`src/rtl/tmr_pkg.sv`:
```
package tmr_pkg;

    typedef enum logic [1:0] {
        MODE_W13   = 2'd0,
        MODE_W16   = 2'd1,
        MODE_RLD8  = 2'd2,
        MODE_SPLIT = 2'd3
    } tmr_mode_e;

    localparam int A_CFG = 0;
    localparam int A_CTL = 1;
    localparam int A_LO0 = 2;
    localparam int A_HI0 = 3;
    localparam int A_LO1 = 4;
    localparam int A_HI1 = 5;

endpackage

```
`src/rtl/tmr_sync.sv`:
```
module tmr_sync #(
    parameter int   STAGES  = 2,
    parameter logic RST_VAL = 1'b1,
    parameter bit   FALL    = 1'b0
) (
    input  logic clk,
    input  logic rst_n,
    input  logic pin_in,
    output logic sig
);
    logic [STAGES:0] shift_q;

    always_ff @(posedge clk or negedge rst_n) begin
        if (!rst_n) shift_q <= {(STAGES+1){RST_VAL}};
        else        shift_q <= {shift_q[STAGES-1:0], pin_in};
    end

    generate
        if (FALL) begin : g_fall
            assign sig = shift_q[STAGES] & ~shift_q[STAGES-1];
        end else begin : g_level
            assign sig = shift_q[STAGES-1];
        end
    endgenerate
endmodule

```
`src/rtl/tmr_flag.sv`:
```
module tmr_flag (
    input  logic clk,
    input  logic rst_n,
    input  logic hw_set,
    input  logic sw_wr,
    input  logic sw_val,
    input  logic ack,
    output logic flag
);
    always_ff @(posedge clk or negedge rst_n) begin
        if (!rst_n)      flag <= 1'b0;
        else if (hw_set) flag <= 1'b1;
        else if (sw_wr)  flag <= sw_val;
        else if (ack)    flag <= 1'b0;
    end
endmodule

```
`src/rtl/tmr_unit.sv`:
```
module tmr_unit
    import tmr_pkg::*;
#(
    parameter int REG_W      = 8,
    parameter int LOW_PART_W = 5,
    parameter bit IS_T0      = 1'b1
) (
    input  logic             clk,
    input  logic             rst_n,
    input  tmr_mode_e        mode,
    input  logic             step,
    input  logic             hi_step,
    input  logic             wr_lo,
    input  logic             wr_hi,
    input  logic [REG_W-1:0] wdata,
    output logic [REG_W-1:0] lo,
    output logic [REG_W-1:0] hi,
    output logic             ovf_main,
    output logic             ovf_hi
);
    localparam int NARROW_W = REG_W + LOW_PART_W;
    localparam int WIDE_W   = 2 * REG_W;

    logic [NARROW_W-1:0] narrow_cur, narrow_inc;
    logic [WIDE_W-1:0]   wide_cur, wide_inc;
    logic [REG_W-1:0]    lo_inc, hi_inc, lo_n, hi_n;
    logic [REG_W-1:0]    split_lo, split_hi;
    logic                split_ovf_lo, split_ovf_hi;

    assign narrow_cur = {hi, lo[LOW_PART_W-1:0]};
    assign narrow_inc = narrow_cur + NARROW_W'(1);
    assign wide_cur   = {hi, lo};
    assign wide_inc   = wide_cur + WIDE_W'(1);
    assign lo_inc     = lo + REG_W'(1);
    assign hi_inc     = hi + REG_W'(1);

    // high byte of the split shape: only unit 0 is ever given a hi_step
    assign split_hi     = hi_step ? hi_inc : hi;
    assign split_ovf_hi = hi_step & (&hi);

    generate
        if (IS_T0) begin : g_split_count
            assign split_lo     = step ? lo_inc : lo;
            assign split_ovf_lo = step & (&lo);
        end else begin : g_split_freeze
            assign split_lo     = lo;
            assign split_ovf_lo = 1'b0;
        end
    endgenerate

    always_comb begin
        lo_n     = lo;
        hi_n     = hi;
        ovf_main = 1'b0;
        ovf_hi   = 1'b0;
        unique case (mode)
            MODE_W13: begin
                if (step) begin
                    hi_n                 = narrow_inc[NARROW_W-1:LOW_PART_W];
                    lo_n[LOW_PART_W-1:0] = narrow_inc[LOW_PART_W-1:0];
                    ovf_main             = &narrow_cur;
                end
            end
            MODE_W16: begin
                if (step) begin
                    {hi_n, lo_n} = wide_inc;
                    ovf_main     = &wide_cur;
                end
            end
            MODE_RLD8: begin
                if (step) begin
                    lo_n     = (&lo) ? hi : lo_inc;
                    ovf_main = &lo;
                end
            end
            MODE_SPLIT: begin
                lo_n     = split_lo;
                hi_n     = split_hi;
                ovf_main = split_ovf_lo;
                ovf_hi   = split_ovf_hi;
            end
            default: ;
        endcase
    end

    always_ff @(posedge clk or negedge rst_n) begin
        if (!rst_n) begin
            lo <= '0;
            hi <= '0;
        end else begin
            lo <= wr_lo ? wdata : lo_n;
            hi <= wr_hi ? wdata : hi_n;
        end
    end
endmodule

```
`src/rtl/tmr_pair.sv`:
```
module tmr_pair
    import tmr_pkg::*;
#(
    parameter int REG_W       = 8,
    parameter int LOW_PART_W  = 5,
    parameter int SYNC_STAGES = 2,
    parameter int ADDR_W      = 3
) (
    input  logic              clk,
    input  logic              rst_n,
    input  logic [ADDR_W-1:0] reg_addr,
    input  logic              reg_wr,
    input  logic [REG_W-1:0]  reg_wdata,
    output logic [REG_W-1:0]  reg_rdata,
    input  logic              t0_gate_pin,
    input  logic              t1_gate_pin,
    input  logic              t0_count_pin,
    input  logic              t1_count_pin,
    input  logic              t0_flag_ack,
    input  logic              t1_flag_ack,
    output logic              t0_ovf_flag,
    output logic              t1_ovf_flag
);
    localparam int UNITS = 2;

    logic [REG_W-1:0] cfg_q;
    logic [UNITS-1:0] run_q, sel_v, gate_v, gate_lvl, cnt_fall, step_v;
    logic [UNITS-1:0] hi_step_v, ovf_main, ovf_hi, set_v, flag_v, ack_v;
    logic [UNITS-1:0] gate_pins, cnt_pins;
    logic [REG_W-1:0] lo_v [UNITS];
    logic [REG_W-1:0] hi_v [UNITS];
    tmr_mode_e        mode_v [UNITS];
    logic             wr_cfg, wr_ctl, t0_split;

    assign gate_pins = {t1_gate_pin, t0_gate_pin};
    assign cnt_pins  = {t1_count_pin, t0_count_pin};
    assign ack_v     = {t1_flag_ack, t0_flag_ack};
    assign wr_cfg    = reg_wr && (reg_addr == ADDR_W'(A_CFG));
    assign wr_ctl    = reg_wr && (reg_addr == ADDR_W'(A_CTL));
    assign t0_split  = (mode_v[0] == MODE_SPLIT);

    always_ff @(posedge clk or negedge rst_n) begin
        if (!rst_n) begin
            cfg_q <= '0;
            run_q <= '0;
        end else begin
            if (wr_cfg) cfg_q <= reg_wdata;
            if (wr_ctl) run_q <= {reg_wdata[2], reg_wdata[0]};
        end
    end

    generate
        for (genvar u = 0; u < UNITS; u++) begin : g_unit
            assign mode_v[u] = tmr_mode_e'(cfg_q[4*u+1 -: 2]);
            assign sel_v[u]  = cfg_q[4*u+2];
            assign gate_v[u] = cfg_q[4*u+3];

            tmr_sync #(.STAGES(SYNC_STAGES), .RST_VAL(1'b0), .FALL(1'b0)) u_gate_sync (
                .clk(clk), .rst_n(rst_n), .pin_in(gate_pins[u]), .sig(gate_lvl[u]));
            tmr_sync #(.STAGES(SYNC_STAGES), .RST_VAL(1'b1), .FALL(1'b1)) u_cnt_sync (
                .clk(clk), .rst_n(rst_n), .pin_in(cnt_pins[u]), .sig(cnt_fall[u]));

            assign step_v[u] = run_q[u] & (~gate_v[u] | gate_lvl[u])
                             & (sel_v[u] ? cnt_fall[u] : 1'b1);

            if (u == 0) begin : g_hi_step_t0
                assign hi_step_v[u] = t0_split & run_q[1];
            end else begin : g_hi_step_t1
                assign hi_step_v[u] = 1'b0;
            end

            tmr_unit #(.REG_W(REG_W), .LOW_PART_W(LOW_PART_W), .IS_T0(u == 0)) u_cnt (
                .clk(clk), .rst_n(rst_n), .mode(mode_v[u]),
                .step(step_v[u]), .hi_step(hi_step_v[u]),
                .wr_lo(reg_wr && (reg_addr == ADDR_W'(A_LO0 + 2*u))),
                .wr_hi(reg_wr && (reg_addr == ADDR_W'(A_HI0 + 2*u))),
                .wdata(reg_wdata), .lo(lo_v[u]), .hi(hi_v[u]),
                .ovf_main(ovf_main[u]), .ovf_hi(ovf_hi[u]));

            tmr_flag u_flag (
                .clk(clk), .rst_n(rst_n), .hw_set(set_v[u]),
                .sw_wr(wr_ctl), .sw_val(reg_wdata[2*u+1]),
                .ack(ack_v[u]), .flag(flag_v[u]));
        end
    endgenerate

    // flag routing: unit 1's flag follows unit 0's high byte in split shape
    assign set_v[0] = ovf_main[0];
    assign set_v[1] = t0_split ? ovf_hi[0] : (ovf_main[1] | ovf_hi[1]);

    assign t0_ovf_flag = flag_v[0];
    assign t1_ovf_flag = flag_v[1];

    always_comb begin
        reg_rdata = '0;
        case (reg_addr)
            ADDR_W'(A_CFG): reg_rdata = cfg_q;
            ADDR_W'(A_CTL): reg_rdata[3:0] = {flag_v[1], run_q[1], flag_v[0], run_q[0]};
            ADDR_W'(A_LO0): reg_rdata = lo_v[0];
            ADDR_W'(A_HI0): reg_rdata = hi_v[0];
            ADDR_W'(A_LO1): reg_rdata = lo_v[1];
            ADDR_W'(A_HI1): reg_rdata = hi_v[1];
            default:        reg_rdata = '0;
        endcase
    end
endmodule

```
`config.mk`:
```
export PLATFORM = sky130hd
export DESIGN_NAME = tmr_pair
export DESIGN_NICKNAME = d
export VERILOG_FILES = /design/src/rtl/tmr_pkg.sv /design/src/rtl/tmr_sync.sv /design/src/rtl/tmr_flag.sv /design/src/rtl/tmr_unit.sv /design/src/rtl/tmr_pair.sv
export SDC_FILE = /design/constraint.sdc
export NUM_CORES = 1
export LEC_CHECK = 0
export CAP_MARGIN = 20
export CELL_PAD_IN_SITES_DETAIL_PLACEMENT = 1
export CELL_PAD_IN_SITES_GLOBAL_PLACEMENT = 1
export CORE_ASPECT_RATIO = 0.6
export CORE_MARGIN = 2
export CORE_UTILIZATION = 45
export DETAILED_ROUTE_END_ITERATION = 16
export DONT_BUFFER_PORTS = 1
export MAX_ROUTING_LAYER = met4
export PLACE_DENSITY_LB_ADDON = 0.1
export SLEW_MARGIN = 20
export SYNTH_ARGS = -nofsm -noshare
export SYNTH_HDL_FRONTEND = slang
export SYNTH_SLANG_ARGS = --single-unit
```
`constraint.sdc`:
```
create_clock -name clk -period 3.7 [get_ports clk]
set_clock_uncertainty 0.1 [all_clocks]
set_input_delay 0.74 -clock clk [delete_from_list [all_inputs] [get_ports clk]]
set_output_delay 0.74 -clock clk [all_outputs]
set_load 0.005 [all_outputs]
```
# ---- After elaboration in Yosys (flattened, before gate mapping)
# Cells that the tools add are included.
dict set report totals {
  ff_bits 54
  elab_cells 131
}
dict set report classes {
  add_sub_neg 7
  n_eq_ne 24
  mux 43
  bitwise_logic 15
  n_reduce_logical 28
}
# operator n
set ops {}
lappend ops {{2-to-1 mux 8 bit} 16}
lappend ops {{inequality test 3 bit (second input constant)} 12}
lappend ops {{adder 16 x 1 -> 16 bit (second input constant)} 2}
lappend ops {{AND reduction 16 bit} 2}
lappend ops {{adder 13 x 1 -> 13 bit (second input constant)} 2}
lappend ops {{AND reduction 13 bit} 2}
lappend ops {{adder 8 x 1 -> 8 bit (second input constant)} 3}
lappend ops {{case mux 4 bit (6 select lines)} 1}
lappend ops {{case mux 8 bit (3 select lines)} 1}
lappend ops {{AND reduction 8 bit} 3}
lappend ops {{case mux 4 bit (5 select lines)} 1}
lappend ops {{case mux 5 bit (4 select lines)} 1}
lappend ops {{case mux 8 bit (2 select lines)} 1}
lappend ops {{AND reduction 4 bit} 4}
lappend ops {{2-to-1 mux 1 bit} 15}
lappend ops {{case mux 5 bit (3 select lines)} 1}
lappend ops {{nonzero test 3 bit} 4}
lappend ops {{2-to-1 mux 5 bit} 2}
lappend ops {{bitwise AND 1 bit} 9}
lappend ops {{case mux 3 bit (3 select lines)} 1}
lappend ops {{== test 2 bit (second input constant)} 4}
lappend ops {{case mux 1 bit (4 select lines)} 2}
lappend ops {{nonzero test 4 bit} 2}
lappend ops {{== test 3 x 2 -> 1 bit (second input constant)} 2}
lappend ops {{11 further kinds} 24}

# ---- Depth between registers and ports, before layout
# Gate-level depths: netlist of run 1.
dict set report logic_depth {
  ltp_word 8
  depth_mapped 8
  mapped_depth_nobuf 7
}

# ---- Modules after synthesis
# A second synthesis of run 1 with hierarchy kept.
dict set report unflattened {
  cells_unflattened 556
  area_unflattened_um2 4657.0
}
# mod n_inst cells_per_inst area_per_inst_um2
set modules_own_cells {}
lappend modules_own_cells {{tmr_unit (g_unit[1].u_cnt)} 1 219 1692.9}
lappend modules_own_cells {{tmr_unit (g_unit[0].u_cnt)} 1 223 1677.9}
lappend modules_own_cells {tmr_pair 1 94 918.4}
lappend modules_own_cells {{tmr_sync (g_unit[0].u_cnt_sync ...)} 2 4 92.6}
lappend modules_own_cells {{tmr_sync (g_unit[0].u_gate_sync ...)} 2 2 50.0}
lappend modules_own_cells {tmr_flag 2 4 41.3}

# ---- Least setup slack after synthesis of run 1
# OpenSTA, ideal clock, no wires.
dict set report synth_path {
  path_kind {input to output}
  start {input reg_addr[0]}
  end {output reg_rdata[2]}
  arrival_time_ns 1.701
  required_time_ns 2.860
  slack_ns 1.159
  stages 5
  n_path_buf 2
  path_cell_list {buf_2 > buf_2 > mux2_2 > a22oi_1 > o22ai_1}
}
dict set report synth_between {
  elab_chain_len 2
  word_cells_on_any_way 7
}
# element line
set synth_rtl {}
lappend synth_rtl {{start, declared} tmr_pair.sv:11} ;# input logic [ADDR_W-1:0] reg_addr,
lappend synth_rtl {{== test 3 bit (tied with other cells)} tmr_pair.sv:96} ;# case (reg_addr)
lappend synth_rtl {{case mux 4 bit (6 select lines) (*)} tmr_pair.sv:96}
lappend synth_rtl {{end, declared} tmr_pair.sv:14} ;# output logic [REG_W-1:0] reg_rdata,
# Mark *: on every way between the ends. The rest lies on a longest branch, timed or not.

# ---- Final worst setup path of run 1
dict set report layout_path {
  start {register cfg_q[1]}
  end {register g_unit[0].u_cnt.hi[4]}
}
dict set report layout_between {
  elab_chain_len 4
  word_cells_on_any_way 11
}
# element line
set layout_rtl {}
lappend layout_rtl {{start, declared} tmr_pair.sv:26} ;# logic [REG_W-1:0] cfg_q;
lappend layout_rtl {{start signal, assigned} tmr_pair.sv:47} ;# if (wr_cfg) cfg_q <= reg_wdata;
lappend layout_rtl {{== test 2 bit} {tmr_unit.sv:56, tmr_pair.sv:40}}
lappend layout_rtl {{bitwise AND 1 bit} tmr_pair.sv:67} ;# assign hi_step_v[u] = t0_split & run_q[1];
lappend layout_rtl {{inequality test 3 bit (no line)} n/a}
lappend layout_rtl {{AND reduction 4 bit (no line)} n/a}
lappend layout_rtl {{end signal, assigned} tmr_unit.sv:92} ;# hi <= wr_hi ? wdata : hi_n;
lappend layout_rtl {{end, declared} tmr_unit.sv:17} ;# output logic [REG_W-1:0] hi,
# Several ways; a longest one is shown, not always the timed one.
# A chain may end at the register's enable or synchronous reset.

==> results.sh, run 1 <==
export IMPL_drcViolationCount=0
export IMPL_maxCapViolCount=0
export IMPL_cp_start_kind="flop"
export IMPL_core_sq_um=8590
export IMPL_min_period_ns=2.72
export IMPL_arrival_ns=2.82
export IMPL_worstMarginPinSlew_ns=0.804
export IMPL_num_vias=3812
export IMPL_wl_per_cell_um=25.2
export IMPL_slew_headroom_pct=45.8
export IMPL_slowest_delay_ns=0.48
export IMPL_cts_tree="yes"
export IMPL_yosys_warnings=0
export IMPL_postCtsSetupRepairBufs=0
export IMPL_io_buffers=0
export IMPL_p_leak_nw=1.66
export IMPL_synth_most_common_cell="dfrtp_1"
export IMPL_met2_usage_pct=38.2
export IMPL_yosysTopAreaCell="dfrtp_1"
export IMPL_synth_seq_area_share_pct=33.8
export IMPL_period_share_pct=73.5
export IMPL_report_final_slew_viol_count=0
export IMPL_start_util_pct=46.8
export IMPL_met1_usage_pct=47.7
export IMPL_clk_latency_ns=0.31
export IMPL_yosys_register_bits=54
export IMPL_grt_ovfl_total=0
export IMPL_peakVddDrop_uv=238
export IMPL_synth_async_reset_ratio_pct=100
export IMPL_pin_count=30
export IMPL_slowest_stage="ha_1"
export IMPL_cts_hold_buf=0
export IMPL_finalPower_w=0.00254
export IMPL_synth_distinct_cells=74
export IMPL_synth_area_per_cell_sq_um=8.84
export IMPL_crit_chain="inv_1, ha_1, inv_1, a21oi_1, o21ai_0, o311a_1, a211o_1"
export IMPL_synth_edf_count=0
export IMPL_synth_area_sq_um=4020
export IMPL_cts_max_level=2
export IMPL_antenna_found_initial=0
export IMPL_wirelength_mm=13.9
export IMPL_drt_antenna_violating_nets=0
export IMPL_fin_ws_ns=0.981
export IMPL_p_per_area_nw_per_um2=601
export IMPL_cts_resized=0
export IMPL_path_class="flop to flop"
export IMPL_die_h_um=77.2
export IMPL_areaGrowthSynthToFinish_pct=4.88
export IMPL_clock_sinks=54
export IMPL_hold_class="primary input to async pin"
export IMPL_synth_nets=489
export IMPL_vias_per_cell=6.89
export IMPL_grt_max_degree=55
export IMPL_synth_top_cell_area_share_pct=29.9
export IMPL_grt_pass1_vias=3706
export IMPL_gp_congestion=0.975
export IMPL_drive_above_1_share_pct=9.07
export IMPL_cts_root_buffer="clkbuf_16"
export IMPL_die_area_sq_um=9730
export IMPL_finalNetCount=474
export IMPL_cts_buffers=5
export IMPL_diodes=0
export IMPL_die_x_um=126
export IMPL_gr_max_usage_layer="met1"
export IMPL_hold_viol_final=0
export IMPL_dr_pass1_iters=4
export IMPL_synth_area_leaders="dfrtp_1 30%, ha_1 4.4%, dfstp_2 3.9%"
export IMPL_rows=26
export IMPL_fmax_ghz=0.368
export IMPL_hold_slack_ns=0.0236
export IMPL_path_max_fanout=12
export IMPL_hpwl_mm=10.4
export IMPL_grt_util_all_layers_pct=30.4
export IMPL_status="completed"
export IMPL_setup_tns_ns=0
export IMPL_required_ns=3.80
export IMPL_drtIter0Drc=491
export IMPL_grt_met3_usage_pct=7.82
export IMPL_clk_path_buf_depth=2
export IMPL_dp_cells=545
export IMPL_rsz0062_at_grt="false"
export IMPL_ys_top_cells_by_count="48 x dfrtp_1, 37 x nand2_1, 36 x nor2_1"
export IMPL_end_kind="flop"
export IMPL_grt_pass1_wl_mm=22.0
export IMPL_synth_cells=455
export IMPL_cts_clk_slew_worst_paths_ns=0.08
export IMPL_setup_viol=0
export IMPL_yosys_most_used_dff="dfrtp_1"
export IMPL_path_common_cell="inv_1"
export IMPL_place_ws_ns=1.08
export IMPL_fin_cells=553
[state kept, by name, summed over array words and instances, names as in the netlist]
signal and count:
g_unit.u_cnt.hi 16, g_unit.u_cnt.lo 16, cfg_q 8, g_unit.u_cnt_sync.shift_q 6, g_unit.u_gate_sync.shift_q 4, g_unit.u_flag.flag 2
run_q 2
[worst paths after layout]
kind,from,end,slack [ns],cells past startpoint
worst max-delay path,cfg_q[1],g_unit[0].u_cnt.hi[4],0.98,7
worst min-delay path,rst_n,g_unit[0].u_cnt.lo[3],0.02,0
worst max register to register,cfg_q[1],g_unit[0].u_cnt.hi[4],0.98,7
worst min register to register,g_unit[1].u_gate_sync.shift_q[0],g_unit[1].u_gate_sync.shift_q[1],0.26,0
max in group asynchronous,rst_n,g_unit[1].u_cnt_sync.shift_q[2],3.29,0
min in group clk,g_unit[1].u_gate_sync.shift_q[0],g_unit[1].u_gate_sync.shift_q[1],0.26,0
[per-stage QoR]
stage | area [sq um] | util (%)
after detailed placement | 4060 | 47.3
after floorplan | 4020 | -
after global routing | 4220 | 49.1
final | 4220 | 49.1
after global placement | 4060 | 47.3
after CTS | 4220 | 49.1
[worst max-delay path: cells and delay by family, from the launching register on]
| family | cells | cell delay (ns) |
|---|---|---|
| flip-flops | 1 | 0.43 |
| buffers and inverters | 2 | 0.39 |
| AO/OA/AOI/OAI | 4 | 1.22 |
| adder cells (fa/ha/maj) | 1 | 0.48 |
[cells in the final DEF, fill, tap and decap left out, drive strengths merged, types with 6 or more instances in the layout]
master   Yosys  layout
xnor2       10      10
a221oi      10      10
and4         7       7
inv         21      23
mux2         6       6
nand2b       8       8
dfrtp       48      48
o22ai        7       7
or3          7       7
nand3       19      19
o211ai       6       6
nor2        36      36
o21ai       28      28
nand2       37      37
o2bb2ai      7       7
a31oi        9       9
nor3         9       9
mux2i       14      14
and3         6       6
ha          14      14
a211oi       8       8
dfstp        6       6
a22oi        8       8
a21oi       30      30
[final cells by class]
cell class	instances	area, sq um
Fill cell	1017	4370
Multi-Input combinational cell	354	2460
Sequential cell	54	1360
Tap cell	112	140
Clock buffer	5	125
Inverter	21	78.8
Timing Repair Buffer	4	30.0
Clock inverter	3	28.8
[logic make-up after synthesis]
| family | count (synthesis) | share of synthesized area [%] |
|---|---|---|
| mux | 21 | 5.72 |
| simple gates | 153 | 21.1 |
| buf+inv | 47 | 5.13 |
| xor+xnor | 11 | 2.40 |
| fa+ha+maj | 14 | 4.36 |
| compound gates | 155 | 27.5 |
| flops | 54 | 33.8 |
[layer usage]
layer | part of all wire [%] | wire, um
met4 | 1.1 | 152
met2 | 38 | 5340
met5 | 0 | 0
met1 | 52 | 7200
met3 | 8.9 | 1240
[where the power goes]
group	switching, W	internal (W)
sequential	0.000305	0.000743
combinational	0.000565	0.000409
clock	0.000254	0.000261
Note: power is estimated with default switching activity, not from simulation.
==> inputs of run 2 (changes only) <==
clock period = 2.8 ns   (was 3.7 ns; I/O delays follow)
==> results.sh, run 2 (synthesis results as in run 1) <==
export IMPL_status="completed"
export IMPL_clk_path_buf_depth=2
export IMPL_rsz0062_at_grt="false"
export IMPL_maxCapViolCount=0
export IMPL_period_share_pct=90.4
export IMPL_cts_tree="yes"
export IMPL_path_max_fanout=7
export IMPL_worstReg2RegStart="cfg_q[1]"
export IMPL_nFillCells=999
export IMPL_cts_resized=0
export IMPL_vias_per_cell=6.94
export IMPL_num_vias=3878
export IMPL_fmax_ghz=0.395
export IMPL_grt_util_all_layers_pct=31.4
export IMPL_r2r_cells=7
export IMPL_antenna_found_initial=0
export IMPL_p_comb_share_pct=39.5
export IMPL_clockPowerShare_pct=21.2
export IMPL_cts_buffers=5
export IMPL_dp_cells=550
export IMPL_fin_cells=559
export IMPL_seqCellArea_sq_um=1360
export IMPL_drcViolationCount=0
export IMPL_arrival_ns=2.62
export IMPL_cts_root_buffer="clkbuf_16"
export IMPL_grt_max_degree=55
export IMPL_fin_ws_ns=0.268
export IMPL_reg_largest_list="g_unit.u_cnt.hi x16, g_unit.u_cnt.lo x16, cfg_q x8"
export IMPL_worstMarginPinSlew_ns=0.775
export IMPL_layout_commonest_cell="dfrtp_1"
export IMPL_die_area_sq_um=9730
export IMPL_setup_tns_ns=0
export IMPL_diodes=0
export IMPL_dr_pass1_iters=5
export IMPL_io_buffers=0
export IMPL_drive_above_1_share_pct=10.1
export IMPL_drt_antenna_violating_nets=0
export IMPL_areaGrowthSynthToFinish_pct=6.85
export IMPL_slew_headroom_pct=48.2
export IMPL_seqPwrFrac_pct=39.4
export IMPL_hold_class="primary input to async pin"
export IMPL_report_final_slew_viol_count=0
export IMPL_start_util_pct=46.8
export IMPL_drtIter0Drc=463
export IMPL_end_kind="flop"
export IMPL_r2r_slack_ns=0.27
export IMPL_wl_per_cell_um=26.0
export IMPL_r2r_end="g_unit[0].u_cnt.hi[4]"
export IMPL_p_per_area_nw_per_um2=814
export IMPL_p_int_w=0.00197
export IMPL_setup_worst_path_start="cfg_q[1]"
export IMPL_rows=26
export IMPL_p_sw_share_pct=43.6
export IMPL_cp_start_kind="flop"
export IMPL_multi_input_area_sq_um=2460
export IMPL_path_class="flop to flop"
export IMPL_grt_ovfl_total=0
export IMPL_p_leak_nw=1.70
export IMPL_required_ns=2.89
export IMPL_grt_pass1_wl_mm=22.8
export IMPL_finalNetCount=480
export IMPL_wirelength_mm=14.5
export IMPL_peakVddDrop_uv=441
export IMPL_final_cell_mix="48 x dfrtp_1, 37 x nand2_1, 36 x nor2_1, 29 x a21oi_1, 27 x o21ai_0"
export IMPL_hpwl_mm=10.8
export IMPL_pin_count=30
export IMPL_die_h_um=77.2
export IMPL_min_period_ns=2.53
export IMPL_p_sw_w=0.00153
export IMPL_clk_latency_ns=0.30
export IMPL_core_sq_um=8590
export IMPL_cp_endpoint="g_unit[0].u_cnt.hi[4]"
export IMPL_hold_viol_final=0
export IMPL_cts_clk_slew_worst_paths_ns=0.08
export IMPL_grt_pass1_vias=3839
export IMPL_setup_viol=0
export IMPL_cts_max_level=2
export IMPL_place_ws_ns=0.367
export IMPL_die_x_um=126
export IMPL_clock_sinks=54
export IMPL_gp_congestion=0.963
[run 2: power by group through the flow]
stage | logic [W] | registers, W | clock network (W)
3_3_place_gp | 0.00129 | 0.00136 | 0
2_1_floorplan | 0.00109 | 0.00117 | 0
3_5_place_dp | 0.00131 | 0.00137 | 0
6_report | 0.00138 | 0.00138 | 0.000740
5_1_grt | 0.00151 | 0.00142 | 0.000784
4_1_cts | 0.00135 | 0.00136 | 0.000757
[run 2: worst max-delay path, cell delays in order, from the launching register on]
cell and delay (ns):
dfrtp_1 0.44, inv_1 0.15, ha_1 0.20, inv_1 0.15, a21oi_1 0.38, o21ai_0 0.36
o311a_1 0.41, a211o_1 0.22
[run 2: cell type report]
class	instances	share of cell area, %
multi-input combinational	354	57.2
sequential	54	31.6
tap	112	3.26
clock buffer	6	3.00
timing repair buffer	10	2.21
inverter	21	1.83
clock inverter	2	0.903
[run 2: per-stage QoR]
stage | total power [W] | instance area (sq um) | utilization [%] | hold WS, ns
6_report | 0.00350 | 4300 | 50.0 | 0.00965
3_5_place_dp | 0.00268 | 4100 | 47.8 | 0.166
5_1_grt | 0.00371 | 4300 | 50.0 | 0.0218
3_3_place_gp | 0.00265 | 4100 | 47.8 | 0.166
4_1_cts | 0.00346 | 4300 | 50.0 | 0.0242
2_1_floorplan | 0.00226 | 4020 | - | 0.164
[run 2: worst min path at each step]
stage | from | endpoint | slack (ns) | depth (start not counted)
after floorplan | rst_n | cfg_q[0] | 0.16 | 0
after global placement | rst_n | g_unit[0].u_cnt.hi[0] | 0.17 | 0
after detailed placement | rst_n | g_unit[0].u_cnt.hi[0] | 0.17 | 0
after CTS | rst_n | g_unit[0].u_cnt.hi[0] | 0.02 | 1
after global routing | rst_n | g_unit[0].u_cnt.lo[3] | 0.02 | 1
final | rst_n | g_unit[0].u_cnt.hi[0] | 0.01 | 1
[run 2: layer usage]
metal,GRT usage [%],routed length (um)
met4,5.27,87
met2,39.4,5640
met1,49.8,7290
met3,8.09,1500
met5,-,0
[run 2: what timing repair did]
action                    CTS  global route
setup buffers               0             0
hold endpoints to repair   54             0
hold buffers                1             0
==> inputs of run 3 (changes only) <==
ABC_AREA = 1   (was not set)
==> results.sh, run 3 <==
export IMPL_synth_area_sq_um=4380
export IMPL_clock_sinks=54
export IMPL_drt_antenna_violating_nets=0
export IMPL_die_h_um=80.4
export IMPL_hpwl_mm=13.4
export IMPL_drive_above_1_share_pct=8.56
export IMPL_synth_area_leaders="dfrtp_1 27%, nand2_1 17%, nand3_1 7.3%"
export IMPL_core_sq_um=9320
export IMPL_peakVddDrop_uv=392
export IMPL_final_cell_mix="193 x nand2_1, 84 x inv_1, 64 x nand3_1, 54 x nor2_1, 48 x dfrtp_1"
export IMPL_pin_count=30
export IMPL_yosys_most_used_dff="dfrtp_1"
export IMPL_reg_largest_list="g_unit.u_cnt.hi x16, g_unit.u_cnt.lo x16, cfg_q x8"
export IMPL_p_leak_nw=2.25
export IMPL_status="completed"
export IMPL_die_x_um=131
export IMPL_areaGrowthSynthToFinish_pct=5.54
export IMPL_worstMarginPinSlew_ns=0.495
export IMPL_ys_top_cells_by_count="193 x nand2_1, 84 x inv_1, 64 x nand3_1"
export IMPL_period_share_pct=81.4
export IMPL_wl_per_cell_um=21.3
export IMPL_clk_path_buf_depth=2
export IMPL_cts_max_level=2
export IMPL_synth_top_cell_area_share_pct=27.4
export IMPL_drcViolationCount=0
export IMPL_design_area_sq_um=4620
export IMPL_num_vias=4610
export IMPL_rows=27
export IMPL_cts_buffers=5
export IMPL_grt_ovfl_total=0
export IMPL_synth_most_common_cell="nand2_1"
export IMPL_cts_resized=0
export IMPL_synth_cells=659
export IMPL_rsz0062_at_grt="false"
export IMPL_p_per_area_nw_per_um2=833
export IMPL_yosys_warnings=0
export IMPL_setup_tns_ns=0
export IMPL_grt_pass1_vias=4585
export IMPL_placed_area_sq_um=4450
export IMPL_synth_area_per_cell_sq_um=6.65
export IMPL_required_ns=2.14
export IMPL_io_buffers=0
export IMPL_yosys_register_bits=54
export IMPL_hold_class="primary input to async pin"
export IMPL_end_kind="primary output"
export IMPL_cp_start_kind="flop"
export IMPL_dr_pass1_iters=5
export IMPL_drtIter0Drc=452
export IMPL_arrival_ns=1.62
export IMPL_slew_headroom_pct=67.0
export IMPL_gp_congestion=0.937
export IMPL_cts_tree="yes"
export IMPL_grt_util_all_layers_pct=34.4
export IMPL_path_class="flop to primary output"
export IMPL_fmax_ghz=0.439
export IMPL_synth_edf_count=0
export IMPL_wirelength_mm=16.7
export IMPL_grt_max_degree=55
export IMPL_cts_clk_slew_worst_paths_ns=0.08
export IMPL_synth_seq_area_share_pct=31.0
export IMPL_layout_commonest_cell="nand2_1"
export IMPL_path_max_fanout=5
export IMPL_min_period_ns=2.28
export IMPL_hold_viol_final=0
export IMPL_antenna_found_initial=1
export IMPL_die_area_sq_um=10600
export IMPL_vias_per_cell=5.87
export IMPL_synth_distinct_cells=41
export IMPL_finalNetCount=688
export IMPL_report_final_slew_viol_count=0
export IMPL_setup_viol=0
export IMPL_cts_root_buffer="clkbuf_16"
export IMPL_grt_pass1_wl_mm=26.5
export IMPL_synth_async_reset_ratio_pct=100
export IMPL_synth_nets=693
export IMPL_clk_latency_ns=0.31
export IMPL_maxCapViolCount=0
export IMPL_start_util_pct=47.0
export IMPL_yosysTopAreaCell="dfrtp_1"
-- run 3: changes by cell type after synthesis, moves of 11 or more --
| cell | delta |
|---|---|
| nand2_2 | +11 |
| nand2_1 | +156 |
| nand4_1 | +13 |
| nor2_1 | +18 |
| mux2i_1 | -14 |
| nand3_1 | +48 |
| clkbuf_1 | -12 |
| inv_1 | +63 |
-- run 3: worst paths after layout --
kind	start	endpoint	slack (ns)	cells after the start
max in group asynchronous	rst_n	g_unit[1].u_cnt_sync.shift_q[2]	2.31	1
min in group clk	t0_count_pin	g_unit[0].u_cnt_sync.shift_q[0]	0.14	0
hold reg to reg	g_unit[0].u_gate_sync.shift_q[0]	g_unit[0].u_gate_sync.shift_q[1]	0.26	0
setup / recovery	g_unit[1].u_cnt.lo[3]	reg_rdata[3]	0.52	4
setup reg to reg	g_unit[0].u_cnt.lo[1]	g_unit[0].u_cnt.hi[2]	0.57	10
hold / removal	rst_n	g_unit[0].u_cnt.hi[2]	0.02	1
-- run 3: cell type report --
class / count / area, sq um
antenna: 1 / 2.50
clock buffer: 5 / 125
clock inverter: 2 / 13.8
fill: 1282 / 4700
inverter: 93 / 357
multi-input combinational: 497 / 2560
sequential: 54 / 1360
tap: 130 / 163
timing repair buffer: 3 / 42.5
-- run 3: critical path, cell delays in order (launching register included) --
cell       delay (ns)
dfrtp_1          0.47
inv_1            0.22
o22ai_1          0.13
a21oi_1          0.26
o2111ai_1        0.24
-- run 3: kinds of logic (layout without fill, tap and decap cells) --
| family | after synthesis | in the layout | share of synthesized area, % |
|---|---|---|---|
| compound gates | 104 | 104 | 13.7 |
| xor+xnor | 9 | 9 | 1.80 |
| fa+ha+maj | 14 | 14 | 4.00 |
| buf+inv | 108 | 103 | 10.5 |
| flops | 54 | 54 | 31.0 |
| other cells | 0 | 1 | 0 |
| simple gates | 370 | 370 | 39.0 |
-- run 3: timing repair --
action	in CTS	in global routing
setup buffers	0	0
hold buffers	1	0
hold endpoints to repair	54	0
-- run 3: routing by layer --
layer  GRT usage [%]  vias up  routed length (um)
met5               -        -                   0
met4            5.98        0                 163
met3            8.71       12                1660
met2            48.1      171                6540
met1            50.4     2278                8370
li1                -     2149                   -
-- run 3: where the power goes --
| group | internal, W | switching, W |
|---|---|---|
| logic | 0.000543 | 0.00112 |
| registers | 0.00102 | 0.000514 |
| clock network | 0.000330 | 0.000323 |
-- run 3: per-stage QoR --
step	cells	hold WS [ns]	util (%)	power [W]	setup WS [ns]
6_report	785	0.0157	49.6	0.00385	0.521
4_1_cts	784	0.0294	49.5	0.00380	0.550
5_1_grt	785	0.0330	49.6	0.00413	0.379
3_3_place_gp	776	0.165	47.8	0.00304	0.686
2_1_floorplan	659	0.164	-	0.00254	0.967
3_5_place_dp	776	0.165	47.8	0.00311	0.633
